File: src/rtl/pwm_pkg.sv
package pwm_pkg;
  localparam int PRE_W  = 6;        // divider field width
  localparam int PV_W   = 10;       // period and high-time count width
  localparam int SD_BIT = PRE_W;    // shutdown bit follows the divider field
  localparam int FD_BIT = PV_W;     // force-high flag follows the count field
  localparam int OFS_W  = 4;        // byte offset bits inside a channel window

  localparam logic [OFS_W-1:0] OFS_CTRL = 4'h0;
  localparam logic [OFS_W-1:0] OFS_DUTY = 4'h4;
  localparam logic [OFS_W-1:0] OFS_PER  = 4'h8;

  // timing settings handed from the register bank to a channel datapath
  typedef struct packed {
    logic [PRE_W-1:0] pre;
    logic [PV_W-1:0]  dc;
    logic             fd;
    logic [PV_W-1:0]  pv;
  } chTime_t;

  // per-cycle commands from control to a datapath
  typedef struct packed {
    logic runReq;   // keep running / start when idle
    logic killNow;  // stop at once and force low
  } chStrobe_t;
endpackage

File: src/rtl/pwm_regbank.sv
module pwm_regbank
  import pwm_pkg::*;
#(
  parameter int NUM_CH = 2,
  parameter int ADDR_W = 5,
  parameter int DATA_W = 32
) (
  input  logic                          clk,
  input  logic                          rstN,
  input  logic                          wrEn,
  input  logic [ADDR_W-1:0]             addr,
  input  logic [DATA_W-1:0]             wrData,
  output logic [DATA_W-1:0]             rdData,
  input  logic [NUM_CH-1:0]             chEnable,
  output chTime_t   [NUM_CH-1:0]        tim,
  output chStrobe_t [NUM_CH-1:0]        strb
);
  localparam int CH_SEL_W = ADDR_W - OFS_W;

  logic [CH_SEL_W-1:0] chSel;
  logic [OFS_W-1:0]    regSel;
  logic [NUM_CH-1:0]   sdBits;
  logic                unusedBits;

  assign chSel      = addr[ADDR_W-1:OFS_W];
  assign regSel     = addr[OFS_W-1:0];
  assign unusedBits = ^wrData[DATA_W-1:FD_BIT+1];

  for (genvar g = 0; g < NUM_CH; g++) begin : g_reg
    logic             hit;
    logic [PRE_W-1:0] preQ;
    logic             sdQ;
    logic [PV_W-1:0]  dcQ;
    logic             fdQ;
    logic [PV_W-1:0]  pvQ;

    assign hit = wrEn && (chSel == CH_SEL_W'(g));

    always_ff @(posedge clk or negedge rstN) begin
      if (!rstN) begin
        preQ <= '0;
        sdQ  <= 1'b0;
        dcQ  <= '0;
        fdQ  <= 1'b0;
        pvQ  <= '0;
      end else if (hit) begin
        case (regSel)
          OFS_CTRL: begin
            preQ <= wrData[PRE_W-1:0];
            sdQ  <= wrData[SD_BIT];
          end
          OFS_DUTY: begin
            dcQ <= wrData[PV_W-1:0];
            fdQ <= wrData[FD_BIT];
          end
          OFS_PER:  pvQ <= wrData[PV_W-1:0];
          default:  ;
        endcase
      end
    end

    assign sdBits[g] = sdQ;
    assign tim[g]    = '{pre: preQ, dc: dcQ, fd: fdQ, pv: pvQ};
    assign strb[g]   = '{runReq: chEnable[g], killNow: !chEnable[g] && sdQ};
  end

  always_comb begin
    rdData = '0;
    for (int ch = 0; ch < NUM_CH; ch++) begin
      if (chSel == CH_SEL_W'(ch)) begin
        case (regSel)
          OFS_CTRL: rdData[SD_BIT:0]   = {sdBits[ch], tim[ch].pre};
          OFS_DUTY: rdData[FD_BIT:0]   = {tim[ch].fd, tim[ch].dc};
          OFS_PER:  rdData[PV_W-1:0]   = tim[ch].pv;
          default:  rdData             = '0;
        endcase
      end
    end
  end
endmodule

File: src/rtl/pwm_chan_dp.sv
module pwm_chan_dp
  import pwm_pkg::*;
(
  input  logic      clk,
  input  logic      rstN,
  input  chTime_t   tim,
  input  chStrobe_t strb,
  output logic      pwmOut
);
  chTime_t          act, nAct;
  logic             running, nRun;
  logic [PRE_W-1:0] preCnt, nPre;
  logic [PV_W-1:0]  perCnt, nPer;
  logic             tick, wrap, hiNext;

  assign tick = (preCnt == act.pre);
  assign wrap = tick && (perCnt == act.pv);

  always_comb begin
    nAct = act;
    nRun = running;
    nPre = preCnt;
    nPer = perCnt;
    if (strb.killNow) begin
      nRun = 1'b0;
      nPre = '0;
      nPer = '0;
    end else if (!running) begin
      if (strb.runReq) begin
        nRun = 1'b1;
        nAct = tim;
        nPre = '0;
        nPer = '0;
      end
    end else if (!tick) begin
      nPre = preCnt + 1'b1;
    end else begin
      nPre = '0;
      if (wrap) begin
        nPer = '0;
        nAct = tim;
        nRun = strb.runReq;
      end else begin
        nPer = perCnt + 1'b1;
      end
    end
  end

  assign hiNext = nRun && (nAct.fd || (nPer < nAct.dc));

  always_ff @(posedge clk or negedge rstN) begin
    if (!rstN) begin
      act     <= '0;
      running <= 1'b0;
      preCnt  <= '0;
      perCnt  <= '0;
      pwmOut  <= 1'b0;
    end else begin
      act     <= nAct;
      running <= nRun;
      preCnt  <= nPre;
      perCnt  <= nPer;
      pwmOut  <= hiNext;
    end
  end
endmodule

File: src/rtl/pwm_dual_ch.sv
module pwm_dual_ch
  import pwm_pkg::*;
#(
  parameter int NUM_CH = 2,
  parameter int ADDR_W = 5,
  parameter int DATA_W = 32
) (
  input  logic              clk,
  input  logic              rstN,
  input  logic              wrEn,
  input  logic [ADDR_W-1:0] addr,
  input  logic [DATA_W-1:0] wrData,
  output logic [DATA_W-1:0] rdData,
  input  logic [NUM_CH-1:0] chEnable,
  output logic [NUM_CH-1:0] pwmOut
);
  chTime_t   [NUM_CH-1:0] chTim;
  chStrobe_t [NUM_CH-1:0] chStrb;

  pwm_regbank #(.NUM_CH(NUM_CH), .ADDR_W(ADDR_W), .DATA_W(DATA_W)) u_ctl (
    .clk(clk), .rstN(rstN), .wrEn(wrEn), .addr(addr), .wrData(wrData),
    .rdData(rdData), .chEnable(chEnable), .tim(chTim), .strb(chStrb)
  );

  for (genvar g = 0; g < NUM_CH; g++) begin : g_ch
    pwm_chan_dp u_dp (
      .clk(clk), .rstN(rstN), .tim(chTim[g]), .strb(chStrb[g]),
      .pwmOut(pwmOut[g])
    );
  end
endmodule

File: config.mk
export PLATFORM = sky130hd
export DESIGN_NAME = pwm_dual_ch
export DESIGN_NICKNAME = d
export VERILOG_FILES = /design/src/rtl/pwm_pkg.sv /design/src/rtl/pwm_regbank.sv /design/src/rtl/pwm_chan_dp.sv /design/src/rtl/pwm_dual_ch.sv
export SDC_FILE = /design/constraint.sdc
export NUM_CORES = 1
export LEC_CHECK = 0
export BUFFER_PORTS_ARGS = -buffer_cell sky130_fd_sc_hd__clkbuf_2
export CORE_AREA = 5 5 122 124
export CTS_CLUSTER_DIAMETER = 120
export DETAILED_ROUTE_END_ITERATION = 7
export DIE_AREA = 0 0 127 129
export PLACE_DENSITY = 0.77
export SLEW_MARGIN = 20
export SYNTH_ARGS = -nofsm -noshare
export SYNTH_HDL_FRONTEND = slang
export SYNTH_SLANG_ARGS = --single-unit
File: constraint.sdc
create_clock -name clk -period 4.2 [get_ports clk]
set_input_delay 0.21 -clock clk [delete_from_list [all_inputs] [get_ports clk]]
set_output_delay 0.21 -clock clk [all_outputs]
set_load 0.01 [all_outputs]
# Word level (Yosys, flattened, before mapping)
# Cells that the tools add are included.
# classes
n_addsub	4
n_lt_le_gt_ge	2
n_eq_ne	10
mux	46
n_bitwise	3
reduce_logical	26
# ops
op	n
2-to-1 mux 27 bit	8
2-to-1 mux 10 bit	10
2-to-1 mux 6 bit	8
2-to-1 mux 21 bit	2
case mux 7 bit (3 select lines)	2
2-to-1 mux 32 bit	1
adder 10 x 1 -> 10 bit (second input constant)	2
equality test 10 bit	2
less-than comparator 10 bit	2
adder 6 x 1 -> 6 bit (second input constant)	2
equality test 6 bit	2
AND reduction 2 bit	6
2-to-1 mux 1 bit	11
2-to-1 mux 11 bit	1
case mux 3 bit (3 select lines)	1
logical AND 1 bit	8
!= test 2 bit (second input constant)	4
AND reduction 4 bit	2
case mux 3 bit (2 select lines)	1
nonzero test 3 bit	2
equality test 4 x 3 -> 1 bit (second input constant)	1
equality test 4 bit (second input constant)	1
logical NOT 4 bit	1
nonzero test 2 bit	2
other kinds (5)	9
# totals
ff_bits	146
input_bits	42

# Depth between registers and ports, before layout
# logic_depth
word_depth	9
depth_mapped	18

# Cells and area by module
# A second synthesis with hierarchy kept.
# hier_totals
hier_cells	675
area_unflattened_um2	8082.8
# modules_own_cells
mod	n_inst	cells_per_inst	area_each_um2	seq_area_each_um2
pwm_regbank	1	197	2785.2	1401.3
pwm_chan_dp (g_ch[0].u_dp)	1	241	2678.8	1126.1
pwm_chan_dp (g_ch[1].u_dp)	1	237	2618.8	1126.1

# Worst setup path before layout
# OpenSTA, ideal clock, no wires.
# synth_path
kind	flip-flop to flip-flop
startpoint	reg g_ch[0].u_dp.perCnt[7]
endpoint	reg g_ch[0].u_dp.pwmOut
setup_ns	0.066
arrival_ns	3.279
t_required_ns	4.134
slack_ns	0.855
stages_incl_launch_ff	15
path_cell_list	dfrtp_1 xor2_1 nor4_2 and3_2 nand2_2 buf_2 a22o_1 a221oi_1 ha_1 or2_2 a21oi_1 a21oi_1 or4_1 a211oi_2 o31a_1
# synth_between
elab_chain_len	9
elab_cells_between_ends	19
classes_between	add/sub (1); order compare (1); eq/ne (1); mux (13); reduce/logical (3)
# synth_rtl
item	line_no	rtl
from (decl)	pwm_chan_dp.sv:13	logic [PV_W-1:0] perCnt, nPer;
from (signal assigned)	pwm_chan_dp.sv:62	perCnt <= nPer;
parallel branches: the longest is 8 deep, another holds adder 10 x 1 -> 10 bit	n/a	
logical AND 1 bit (*)	pwm_chan_dp.sv:49	assign hiNext = nRun && (nAct.fd || (nPer < nAct.dc));
net g_ch[0].u_dp.hiNext	pwm_chan_dp.sv:14	logic tick, wrap, hiNext;
to (signal assigned)	pwm_chan_dp.sv:63	pwmOut <= hiNext;
to (decl)	pwm_chan_dp.sv:8	output logic pwmOut
# Mark *: on every way through the listed nets, which the timed path passes. The select of a mux whose other input is x is not followed.
# A chain may end at the register's enable or synchronous reset.

# Worst setup path after layout
# layout_path
startpoint	reg g_ch[0].u_dp.perCnt[8]
endpoint	reg g_ch[0].u_dp.pwmOut
# The elaborated chain is that of the path after synthesis.

==> impl_metrics.toml <==
[sta]
worst_pin_slew_ns = 0.909
max_freq_ghz = 0.258
slew_viol_final = 0
fin_tns_setup_ns = 0
setup_ws_ns = 0.328
finalHoldViolations = 0
fin_crit_sh_pct = 92.2
min_period_ns = 3.87
max_slew_margin_pct = 39.4
final-setup-viol-count = 0
hold-worst-slack_ns = 0.0368
rsz0062_at_grt = "false"
fin_skew_ns = 0.00620

[final_layout]
seq_area_um2 = 3650
final_layout_size_suffix_gt1_share_pct = 22.2
final_nets = 826
multiInputGateArea_um2 = 4110
syn2layout_area_growth_pct = 10.7
n_antenna_cell = 0
fin_util_pct = 65.1
nFillCells = 1047

[synthesis]
synth_most_common_cell = "dfrtp_1"
synth_common_cells = "146 x dfrtp_1, 73 x mux2_2, 68 x nand2_1"
avgSynthCellArea_um2 = 11.0
synthCells = 732
synth-seq-area-share_pct = 45.5
ys_top_cells_by_area = "dfrtp_1 46%, mux2_2 10%, ha_1 3.4%"
ys_warn_count = 0
yosysTopAreaCellShare_pct = 45.5
ys.flop_type = "dfrtp_1"
netlist_area_um2 = 8030
async_flop_share_pct = 100
ys_seq_elements = 146
synth-edff-count = 0
synth_cell_types = 65
synth_area_leader_cell = "dfrtp_1"

[grt]
antenna_found_initial = 0
grt_pass1_vias = 5948
grt_pass1_wl_um = 30800
grt_max_degree = 101
overflow = 0
grt.total_usage_pct = 23.9

[routing]
detailedRoute.firstPassIterationCount = 5
drtIter0Drc = 515
avgViaCountPerCell = 6.20
drt-total-wl_um = 18600
drc = 0
antenna_left = 0
num_vias = 5912
avgRoutedWirePerCell_um = 19.5

[pwr]
p_per_area_nw_per_um2 = 602
leakage_uw = 0.00408
finalPower_uw = 5350
ir_worst_vdd_mv = 0.297

[min_path]
holdPathEnd = "u_ctl.g_reg[1].fdQ"
hp-start = "wrData[10]"
hold_path_depth = 2
worstHoldPathType = "input port to flip-flop"

[placed_design]
gp_congestion = 0.894
dp_hpwl_um = 13300
place_worst_setup_slack_ns = 0.394
numPortBuffers = 33

[setup_path]
path_common_cell = "a21oi_1"
crit_buf_inv = 0
cp_max_fo = 13
arrival_ns = 4.24
start_kind = "flip-flop"
reg2reg_to = "g_ch[0].u_dp.pwmOut"
path_class = "flip-flop to flip-flop"
reg2reg_slack_ns = 0.33
r2r_cells = 14
worstPathRequired_ns = 4.57
endpoint_kind = "flip-flop"
reg2reg_from = "g_ch[0].u_dp.perCnt[8]"
cp_cell_sequence = "xor2_1 -> nor4_1 -> and3_2 -> nand2_2 -> nor2_2 -> a22o_1 -> a221oi_1 -> ha_1 -> or2_2 -> a21oi_1 -> a21oi_1 -> or4_1 -> a211oi_2 -> o31a_1"
path_delay_family = "simple AND/OR/NAND/NOR gates"
cp_slowest_cell = "nor2_2"
startpoint = "g_ch[0].u_dp.perCnt[8]"
cpPeakStageDelay_ns = 0.45

[flow_run]
max-cap-violations = 0

[clock_tree]
clock-sinks = 146
post_cts_resize_count = 0
clk_path_buf_depth = 2
cts_tree = "yes"
clkLatencyLatePin_ns = 0.43
cts.clk_slew.worst_paths_ns = 0.06
cts_buffers = 17
cts_root_buf = "clkbuf_16"
cts_htree_levels = 4

[die]
core-area_um2 = 13700
fp.dieArea_um2 = 16400
rows = 43
dieWidth_um = 127
io_pins = 76
die_h_um = 129
initial_core_util_pct = 58.8

[status]
status = "complete, no violations"
-- cells by family after synthesis --
logic type / after synthesis / synth area share, %
simple gates: 180 / 11.8
other cells: 1 / 0.0467
mux: 120 / 16.5
compound gates: 162 / 13.8
flops: 146 / 45.5
fa+ha+maj: 22 / 3.43
xor+xnor: 38 / 4.33
buf+inv: 63 / 4.55
-- worst max path at each step --
stage,cells past startpoint,end,slack [ns]
5_1_grt,14,g_ch[0].u_dp.pwmOut,0.11
2_1_floorplan,14,g_ch[0].u_dp.pwmOut,0.85
4_1_cts,14,g_ch[0].u_dp.pwmOut,0.36
3_5_place_dp,14,g_ch[0].u_dp.pwmOut,0.39
6_report,14,g_ch[0].u_dp.pwmOut,0.33
3_3_place_gp,14,g_ch[0].u_dp.pwmOut,0.51
-- power breakdown --
part	internal (uW)	total (uW)	switching, uW
registers	1800	2180	383
logic	778	1630	853
clock network	963	1540	573
total	3540	5350	1810
-- per-stage QoR --
| stage | instances | area, um^2 |
|---|---|---|
| 6_report | 954 | 8890 |
| 5_1_grt | 954 | 8890 |
| 4_1_cts | 954 | 8890 |
| 3_5_place_dp | 922 | 8290 |
| 3_3_place_gp | 922 | 8290 |
| 2_1_floorplan | 752 | 8100 |
-- registers in the layout, summed over array words and instances (netlist names) --
register / cells
u_ctl.g.dcQ: 20
u_ctl.g.preQ: 12
u_ctl.g.fdQ: 2
g_ch.u_dp.pwmOut: 2
g_ch.u_dp.perCnt: 20
u_ctl.g.sdQ: 2
u_ctl.g.pvQ: 20
g_ch.u_dp.running: 2
g_ch.u_dp.preCnt: 12
g_ch.u_dp.act: 54
-- placed cells by master (no fill, tap or decap), types with 21 or more instances in the layout --
cell type  count
mux2_2        73
conb_1        21
mux2i_1       23
nor2_1        25
xor2_1        22
mux2_1        24
o21ai_0       52
clkbuf_2      32
dfrtp_1      146
ha_1          22
nand2_1       68
-- routing by layer --
metal | up-vias | global-route usage [%] | share of wire (%)
met5 | - | 0 | 0
met4 | 0 | 8.33 | 1.8
met3 | 32 | 4.86 | 5.6
met2 | 201 | 37.8 | 48
met1 | 2944 | 33.0 | 45
li1 | 2735 | - | -
-- area by class of cell --
cell class | instances | area share (%)
clock buffer | 23 | 5.26
clock inverter | 8 | 1.44
inverter | 7 | 0.296
multi-input combinational | 543 | 46.2
sequential | 146 | 41.1
tap | 180 | 2.53
timing repair buffer | 47 | 3.14
-- repair_timing --
action                     CTS  global route
hold endpoints to repair    99             0
setup endpoints to repair    0             0
hold buffers                 1             0
setup buffers                0             0
No activity file was read; power rests on OpenSTA's default activity.
